<file path="src/rtl/vcf_pkg.sv">
package vcf_pkg;

  typedef enum logic [1:0] {
    MODE_LEGACY_A    = 2'b00,
    MODE_LEGACY_B    = 2'b01,
    MODE_NORMAL_RAW  = 2'b10,
    MODE_NORMAL_FILT = 2'b11
  } vcf_mode_e;

  localparam int unsigned LANES   = 3;
  localparam int unsigned LANE_DE = 0;
  localparam int unsigned LANE_HS = 1;
  localparam int unsigned LANE_VS = 2;

endpackage

</file>
<file path="src/rtl/vcf_qualify.sv">
// Persistence check: keeps the last DEPTH samples of one strobe.
module vcf_qualify #(
  parameter int unsigned DEPTH = 3
) (
  input  logic clk,
  input  logic rst_n,
  input  logic sig_i,
  input  logic long_i,
  output logic cand_ok,
  output logic cand_lvl
);

  logic [DEPTH-1:0] hist_q;

  always_ff @(posedge clk) begin
    if (!rst_n) hist_q <= {DEPTH{sig_i}};
    else        hist_q <= {hist_q[DEPTH-2:0], sig_i};
  end

  // Newest sample is the candidate; in long mode all samples must agree
  assign cand_lvl = hist_q[0];
  assign cand_ok  = long_i ? ((&hist_q) || (~|hist_q)) : 1'b1;

endmodule

</file>
<file path="src/rtl/vcf_budget.sv">
// Transition budget: SLOTS age counters, a one-hot pointer marks the oldest.
module vcf_budget #(
  parameter int unsigned SLOTS  = 2,
  parameter int unsigned WINDOW = 130
) (
  input  logic clk,
  input  logic rst_n,
  input  logic take_i,
  output logic room_o
);

  localparam int unsigned CW = (WINDOW > 2) ? $clog2(WINDOW) : 1;
  localparam logic [CW-1:0] RELOAD = CW'(WINDOW - 1);

  logic [SLOTS-1:0] sel_q;
  logic [SLOTS-1:0] idle;

  generate
    if (SLOTS == 1) begin : g_one
      assign sel_q = 1'b1;
    end else begin : g_ring
      always_ff @(posedge clk) begin
        if (!rst_n)      sel_q <= SLOTS'(1);
        else if (take_i) sel_q <= {sel_q[SLOTS-2:0], sel_q[SLOTS-1]};
      end
    end

    for (genvar s = 0; s < SLOTS; s++) begin : g_slot
      logic [CW-1:0] age_q;
      always_ff @(posedge clk) begin
        if (!rst_n)                 age_q <= '0;
        else if (take_i && sel_q[s]) age_q <= RELOAD;
        else if (age_q != '0)       age_q <= age_q - 1'b1;
      end
      assign idle[s] = (age_q == '0);
    end
  endgenerate

  // A new change is allowed once the oldest recorded change has aged out
  assign room_o = |(sel_q & idle);

endmodule

</file>
<file path="src/rtl/vcf_lane.sv">
// One strobe: qualification, budget and the output register.
module vcf_lane #(
  parameter int unsigned SLOTS  = 2,
  parameter int unsigned WINDOW = 130,
  parameter int unsigned QDEPTH = 3
) (
  input  logic clk,
  input  logic rst_n,
  input  logic sig_i,
  input  logic long_i,
  input  logic limit_i,
  output logic sig_o
);

  localparam int unsigned AW = $clog2(WINDOW + 1);
  localparam logic [AW-1:0] GAP_FULL = AW'(WINDOW);

  logic cand_ok, cand_lvl, room;
  logic want, take, accept;
  logic out_q;

  vcf_qualify #(.DEPTH(QDEPTH)) u_qual (
    .clk     (clk),
    .rst_n   (rst_n),
    .sig_i   (sig_i),
    .long_i  (long_i),
    .cand_ok (cand_ok),
    .cand_lvl(cand_lvl)
  );

  vcf_budget #(.SLOTS(SLOTS), .WINDOW(WINDOW)) u_bud (
    .clk   (clk),
    .rst_n (rst_n),
    .take_i(take),
    .room_o(room)
  );

  always_comb begin
    want   = cand_ok && (cand_lvl != out_q);
    take   = want && limit_i && room;
    accept = want && (!limit_i || room);
  end

  // Rejected changes leave the level untouched; reset loads the input
  always_ff @(posedge clk) begin
    if (!rst_n)      out_q <= sig_i;
    else if (accept) out_q <= cand_lvl;
  end

  assign sig_o = out_q;

  // Checker: independent record of the spacing between output changes
  logic prev_q;
  logic moved;
  logic [AW-1:0] gap_q [SLOTS];

  always_ff @(posedge clk) begin
    if (!rst_n) prev_q <= sig_i;
    else        prev_q <= out_q;
  end
  assign moved = (out_q != prev_q);

  generate
    for (genvar s = 0; s < SLOTS; s++) begin : g_gap
      if (s == 0) begin : g_head
        always_ff @(posedge clk) begin
          if (!rst_n || !limit_i) gap_q[s] <= GAP_FULL;
          else if (moved)         gap_q[s] <= AW'(1);
          else if (gap_q[s] != GAP_FULL) gap_q[s] <= gap_q[s] + 1'b1;
        end
      end else begin : g_tail
        always_ff @(posedge clk) begin
          if (!rst_n || !limit_i) gap_q[s] <= GAP_FULL;
          else if (moved)         gap_q[s] <= (gap_q[s-1] == GAP_FULL) ? GAP_FULL : gap_q[s-1] + 1'b1;
          else if (gap_q[s] != GAP_FULL) gap_q[s] <= gap_q[s] + 1'b1;
        end
      end
    end
  endgenerate

  // R4 (SLOTS=2) and R5 (SLOTS=1): the change SLOTS back lies a full window ago
  a_r4_r5_spacing: assert property (@(posedge clk) disable iff (!rst_n)
    (moved && limit_i) |-> (gap_q[SLOTS-1] >= GAP_FULL));

endmodule

</file>
<file path="src/rtl/vid_ctrl_filter.sv">
module vid_ctrl_filter
  import vcf_pkg::*;
#(
  parameter int unsigned WINDOW      = 130,
  parameter int unsigned FAST_BUDGET = 2,
  parameter int unsigned SLOW_BUDGET = 1,
  parameter int unsigned QUAL_DEPTH  = 3
) (
  input  logic       clk,
  input  logic       rst_n,
  input  logic [1:0] mode,
  input  logic       de_in,
  input  logic       hs_in,
  input  logic       vs_in,
  output logic       de_out,
  output logic       hs_out,
  output logic       vs_out
);

  vcf_mode_e mode_e;
  logic limit_en, filt_en, legacy;
  logic [LANES-1:0] in_v, out_v;

  // mode decode
  always_comb begin
    mode_e   = vcf_mode_e'(mode);
    filt_en  = (mode_e == MODE_NORMAL_FILT);
    limit_en = (mode_e == MODE_NORMAL_RAW) || filt_en;
    legacy   = (mode_e == MODE_LEGACY_A) || (mode_e == MODE_LEGACY_B);
  end

  assign in_v = {vs_in, hs_in, de_in};

  generate
    for (genvar g = 0; g < LANES; g++) begin : g_lane
      localparam int unsigned SLOTS = (g == LANE_VS) ? SLOW_BUDGET : FAST_BUDGET;
      vcf_lane #(.SLOTS(SLOTS), .WINDOW(WINDOW), .QDEPTH(QUAL_DEPTH)) u_lane (
        .clk    (clk),
        .rst_n  (rst_n),
        .sig_i  (in_v[g]),
        .long_i (filt_en),
        .limit_i(limit_en),
        .sig_o  (out_v[g])
      );
    end
  endgenerate

  assign de_out = out_v[LANE_DE];
  assign hs_out = out_v[LANE_HS];
  assign vs_out = out_v[LANE_VS];

  // legacy modes are a plain two-edge delay
  a_r2_compat_delay: assert property (@(posedge clk) disable iff (!rst_n)
    (legacy && $past(legacy) && $past(legacy, 2) && $past(rst_n))
      |-> (out_v == $past(in_v, 2)));

  // the first edge out of reset shows the inputs sampled during reset
  a_r9_reset_load: assert property (@(posedge clk) disable iff (!rst_n)
    $rose(rst_n) |-> (out_v == $past(in_v)));

  // with the filter on, a forwarded level was present on three captures
  generate
    if (QUAL_DEPTH == 3) begin : g_run_chk
      for (genvar b = 0; b < LANES; b++) begin : g_bit
        a_r6_min_run: assert property (@(posedge clk) disable iff (!rst_n)
          (filt_en && $past(filt_en) && $past(filt_en, 2) && $past(filt_en, 3)
           && $past(rst_n) && !$stable(out_v[b]))
            |-> (($past(in_v[b], 2) == out_v[b]) && ($past(in_v[b], 3) == out_v[b])
                 && ($past(in_v[b], 4) == out_v[b])));
      end
    end
  endgenerate

endmodule

</file>
<file path="config.mk">
export PLATFORM = sky130hd
export DESIGN_NAME = vid_ctrl_filter
export DESIGN_NICKNAME = d
export VERILOG_FILES = /design/src/rtl/vcf_pkg.sv /design/src/rtl/vcf_qualify.sv /design/src/rtl/vcf_budget.sv /design/src/rtl/vcf_lane.sv /design/src/rtl/vid_ctrl_filter.sv
export SDC_FILE = /design/constraint.sdc
export NUM_CORES = 1
export LEC_CHECK = 0
export ABC_AREA = 1
export BUFFER_PORTS_ARGS = -buffer_cell sky130_fd_sc_hd__buf_2
export CELL_PAD_IN_SITES_DETAIL_PLACEMENT = 1
export CELL_PAD_IN_SITES_GLOBAL_PLACEMENT = 1
export CORE_MARGIN = 5
export CORE_UTILIZATION = 49
export DETAILED_ROUTE_END_ITERATION = 7
export GPL_TIMING_DRIVEN = 1
export PLACE_DENSITY = 0.93
export SYNTH_ARGS = -nofsm -noshare
export SYNTH_HDL_FRONTEND = slang
export SYNTH_SLANG_ARGS = --single-unit
</file>
<file path="constraint.sdc">
create_clock -name clk -period 3.8 [get_ports clk]
set_input_delay 1.14 -clock clk [delete_from_list [all_inputs] [get_ports clk]]
set_output_delay 1.14 -clock clk [all_outputs]
set_load 0.005 [all_outputs]
</file>
## Yosys cells after proc, flatten, opt, wreduce, memory -nomap -nowiden

Cells that the tools add are included.

| storage, ports and cells | value |
|---|---|
| register bits | 56 |
| latch bits | 0 |
| RAM bits | 0 |
| ROM bits | 0 |
| input bits | 7 |
| output and inout port bits | 3 |
| word-level logic and storage cells | 111 |
| memories | 0 |

| cells by class | value |
|---|---|
| add/sub/neg operators | 5 |
| multipliers | 0 |
| div/mod/pow operators | 0 |
| $lt $le $gt $ge | 0 |
| eq/ne operators | 8 |
| shift-type cells | 0 |
| muxes and demuxes | 22 |
| bitwise operators | 3 |
| reductions and logical operators | 55 |

Operators by type and width:

| operator | count |
|---|---|
| $mux W8 | 10 |
| $logic_not A8 Y1 | 5 |
| $reduce_bool A8 Y1 | 5 |
| $sub A8 B1 Y8 const B | 5 |
| $logic_and A1 B1 Y1 | 16 |
| $reduce_or A2 Y1 | 7 |
| $reduce_bool A2 Y1 | 5 |
| $mux W1 | 9 |
| $mux W3 | 3 |
| $reduce_and A3 Y1 | 3 |
| $reduce_or A3 Y1 | 3 |
| $logic_or A1 B1 Y1 | 7 |
| $ne A2 B1 Y1 const B | 3 |
| $and A2 B2 Y2 | 2 |
| $eq A2 B2 Y1 const B | 2 |
| $logic_not A1 Y1 | 4 |
| $ne A1 B1 Y1 | 3 |
| $not A1 Y1 | 1 |

## Longest topological paths before layout

| depth | value |
|---|---|
| depth after elaboration | 9 |
| gate-level depth with buffers | 9 |
| depth with buffers taken out | 9 |

## Hierarchy

From an unflattened synthesis, not the netlist that was laid out.

| second synthesis, totals | value |
|---|---|
| cells, all modules | 409 |
| area, all modules | 2,877.8 µm² |

By module, submodules not included:

| module | instances | cells an instance | area each (µm²) | seq. area each (µm²) |
|---|---|---|---|---|
| vcf_budget (g_lane[0].u_lane.u_bud ...) | 2 | 132 | 932.1 | 360.3 |
| vcf_budget (g_lane[2].u_lane.u_bud) | 1 | 61 | 427.9 | 160.2 |
| vcf_qualify | 3 | 13 | 106.4 | 60.1 |
| vcf_lane | 3 | 14 | 85.1 | 30.0 |
| vid_ctrl_filter | 1 | 3 | 11.3 | 0.0 |

## Worst setup path after synthesis

Ideal clock, no wire load.

| timing path | value |
|---|---|
| path type | input-to-reg |
| start | input rst_n |
| end | register g_lane[1].u_lane.out_q, enable pin |
| setup time | 266 ps |
| data arrival time | 1,780 ps |
| data required time | 3,534 ps |
| slack | 1,755 ps |
| stages | 3 |
| buffers on the path | 2 |
| cell sequence | buf_2 -> clkbuf_1 -> o21ai_0 |

| between the ends | value |
|---|---|
| word-level cells in the longest chain between the ends | 1 |

RTL lines:

| element | RTL line | source |
|---|---|---|
| start, declared | vid_ctrl_filter.sv:10 | `input logic rst_n,` |
| $ne A2 B1 Y1 (no line) | - |  |
| end signal, assigned | vcf_lane.sv:46 | `if (!rst_n) out_q <= sig_i;` |
| end signal, assigned | vcf_lane.sv:47 | `else if (accept) out_q <= cand_lvl;` |
| end, declared | vcf_lane.sv:20 | `logic out_q;` |

Every way passes these cells.
A chain may end at the register's enable or synchronous reset.

## Worst setup path in the final report

| timing path | value |
|---|---|
| start | input rst_n |
| end | register g_lane[2].u_lane.out_q (data pin) |

| between the ends | value |
|---|---|
| word-level cells in the longest chain between the ends | 1 |

RTL lines:

| element | RTL line |
|---|---|
| $mux W1 | vcf_lane.sv:46 |
| end signal, assigned | vcf_lane.sv:46 |
| end signal, assigned | vcf_lane.sv:47 |
| end, declared | vcf_lane.sv:20 |

Every way passes these cells.

==> results.txt <==
The max-capacitance violation count is 0, and the total half-perimeter wirelength after legalization and detailed placement is 4791 um. 10 I/O pins were placed. Row generation in the floorplan step produced 28 rows. For this run the aggregate overflow at the end of global routing stands at 0. TritonCTS built the clock tree. Power spread over the standard cell area amounts to 876.7 nW/um^2. In this run, placement finished with an instance count of 455.

The run gives 320 ps as the worst-skew pair later-pin latency. In this run the worst setup path begins at rst_n. The number of antenna repair diodes came out at 0. The upper clock frequency limit is 457.8 MHz, and the number of buffers inserted by post-CTS setup repair is 0.

The number of nets in the layout was 402. The floorplan step defined a core boundary enclosing 5851 um^2. After layout, the design draws a total of 2.747 mW. In this run, distinct cell masters in the synthesized netlist total 27. Entering global routing, the biggest net connects 18 pins.

For the total track usage, the log shows 0.2012. For the number of hold violations in the final report, the log shows 0. The first detailed-routing pass took 4 iterations.

The final number of setup-violating endpoints came out at 0. The share of cells above drive strength 1 is 0.2165. Setup repair after global routing left no endpoint under its margin. The area enclosed by the die boundary was 7558 um^2.

In this run the most critical hold path is launched from g_lane[2].u_lane.u_qual.hist_q[1]. Critical path start-end classification: in -> reg. The proportion of register bits with asynchronous set or reset after synthesis is 0.

The Yosys step of the flow raised 0 warnings. The total number of H-tree levels is 2. The synthesized area per cell is 7.755 um^2, and the cts-stage hold buffer count is 0.

The worst-case IR drop observed on VDD is 426.0 uV. The fraction of synthesized cell area taken by the top area cell type works out to 0.3658. Summing all placed instances gives a cell area of 3025 um^2. After routing, the total negative slack on setup checks comes to 0 ps.

For this run, the number of standard cells in the final layout without fillers is 463. Ranked by instance count, the synthesized netlist is headed by 62 x nand2_1, 53 x dfxtp_1, 45 x inv_1, 39 x nor2_1, 28 x nor2_2. The DRC violation count after routing came out at 0.

The tree is rooted in a clkbuf_8. The weighted congestion reported at the end of routability-driven placement was 0.8392. The floorplan step set the die height to 86.94 um. The run gives 2656 as the via count of the first global-routing pass. In this run the worst path has a maximum fanout of 17. The tools report the element type at the critical path end as a flop. After the first detailed-routing iteration, the DRC count stood at 108. The most frequently used cell type in the post-synthesis netlist is nand2_1.

The number of buffers inserted during clock tree synthesis was 5; the max-slew headroom at the worst pin was 0.6012. Max-slew violation count: 0. The detail route stage leaves a number of antenna-violating nets equal to 0. Synthesis handed over a netlist of 374 instances.

For the pin with the worst max-slew slack, the measured transition is 597.6 ps. The synthesized design contains 3 enable-type register cells. The run gives 3850 ps as the data required time of the critical path. For the synthesized area, the log shows 2900 um^2. The number of antenna violations at the first check in global routing came out at 0. Fill cells in the final layout number 754. Dividing the detail-routed wire length by the instance count gives 14.83 um. Across the routed clock network, the largest skew measured is 12.64 ps. The flow ran to the end, and the final reports show no timing, DRC or antenna violations.

The horizontal die dimension was 86.94 um. Relative to the synthesized area, the layout overhead comes to 8.024%. The total vias in the final route was 2426. The tightest min-delay check is of the reg -> reg type.

The origin of the critical flop-to-flop path is g_lane[0].u_lane.u_bud.g_slot[1].age_q[0]. The tools report the post-cts resize count as 0. The first global-routing pass estimated 11940 um of wire. Count of buffers inserted at the top-level ports: 9.

The total of flip-flops plus latches after synthesis was 56. Clock-pin slew was measured on the worst setup and hold paths at 110 ps. Counting every sink on the clock net gives 56. The post-synthesis sequential area ratio was 0.3969; the post-route minimum period was 2184 ps.

Startpoint type of the worst setup path: an input port. The starting utilization of the core area came out at 0.4957. Data arrives at the worst endpoint at 2230 ps. The cell type with the highest aggregate area in the netlist was dfxtp_1.

The number of nets in the synthesized netlist is 389. The final critical-path share of the clock period came out at 0.5748. In the post-synthesis netlist, the biggest area contributors are dfxtp_1 37%, nand2_1 8.0%, nor2_2 6.0%. The most used flip-flop cell after synthesis is dfxtp_1.

With fillers left out, the area of the finished cells amounts to 3133 um^2. Using the TritonRoute via totals, the vias-per-cell ratio works out to 5.240. Summed over all layers, the routed wires come to 6867 um. The number of buffers on the longest clock path came out at 2. In this run the static leakage power is 1.383 nW.
-- critical path, cell delays in order --
cell     delay [ps]
buf_2           370
inv_1           410
nand2_1         180
o21ai_0         120
-- state kept, by name, indices dropped and copies added (netlist names) --
signal                            count
g_lane.u_lane.u_bud.g_slot.age_q     40
g_lane.u_lane.u_qual.hist_q           9
g_lane.u_lane.sig_o                   3
g_lane.u_lane.u_bud.sel_q             4
-- metrics by stage --
stage	setup slack (ps)	utilization	hold WS, ps
4_1_cts	1635	0.5355	495.9
2_1_floorplan	1755	-	441.6
6_report	1616	0.5355	487.2
3_3_place_gp	1378	0.5171	471.3
5_1_grt	1502	0.5355	530.2
3_5_place_dp	1290	0.5171	482.4
-- cell type report --
cell class,instances,area [um^2],area share
multi-input cells,260,1529,0.4880
clock inverters,2,35.03,0.01118
repair buffers,9,45.04,0.01438
clock buffers,6,72.57,0.02316
inverters,55,206.4,0.06589
flip-flops and latches,56,1151,0.3674
well taps,75,93.84,0.02995
-- worst paths after layout --
kind | to | slack (ps) | depth (start not counted)
setup / recovery | g_lane[2].u_lane.sig_o | 1620 | 4
setup reg to reg | g_lane[0].u_lane.sig_o | 2020 | 8
hold / removal | g_lane[2].u_lane.u_qual.hist_q[2] | 490 | 2
hold reg to reg | g_lane[2].u_lane.u_qual.hist_q[2] | 490 | 2
-- cell families (layout without fill, tap and decap cells) --
| kind of cell | after synthesis | count (layout) | synth area share |
|---|---|---|---|
| buffers and inverters | 58 | 72 | 0.07593 |
| AO/OA/AOI/OAI | 51 | 51 | 0.09922 |
| flip-flops | 56 | 56 | 0.3969 |
| AND/OR/NAND/NOR | 185 | 185 | 0.3451 |
| XOR/XNOR | 16 | 16 | 0.04832 |
| adder cells (fa/ha/maj) | 8 | 8 | 0.03451 |
-- where the power goes --
part | switching, mW | total (mW) | internal (mW)
Sequential | 0.130 | 0.897 | 0.767
Clock | 0.201 | 0.397 | 0.196
Combinational | 0.930 | 1.45 | 0.523
Total | 1.26 | 2.75 | 1.49
-- layer usage --
layer,vias to the layer above,share of wire,track usage,routed length (um)
met3,14,0.024,0.04447,168
met1,1178,0.39,0.2066,2687
met4,0,0.024,0.09065,167
met2,24,0.56,0.3830,3844
li1,1210,-,-,-
met5,-,0,0,0
-- cells in the final DEF, fill, tap and decap left out, types with 7 or more instances in the layout --
| cell type | count |
|---|---|
| nand3_1 | 26 |
| dfxtp_1 | 53 |
| nand2_1 | 62 |
| buf_2 | 9 |
| nor2_1 | 39 |
| xor2_1 | 13 |
| o21ai_0 | 26 |
| nor2_2 | 28 |
| nor2_4 | 7 |
| a21oi_1 | 12 |
| inv_2 | 10 |
| ha_1 | 8 |
| inv_1 | 45 |
No activity file was read; power rests on OpenSTA's default activity.
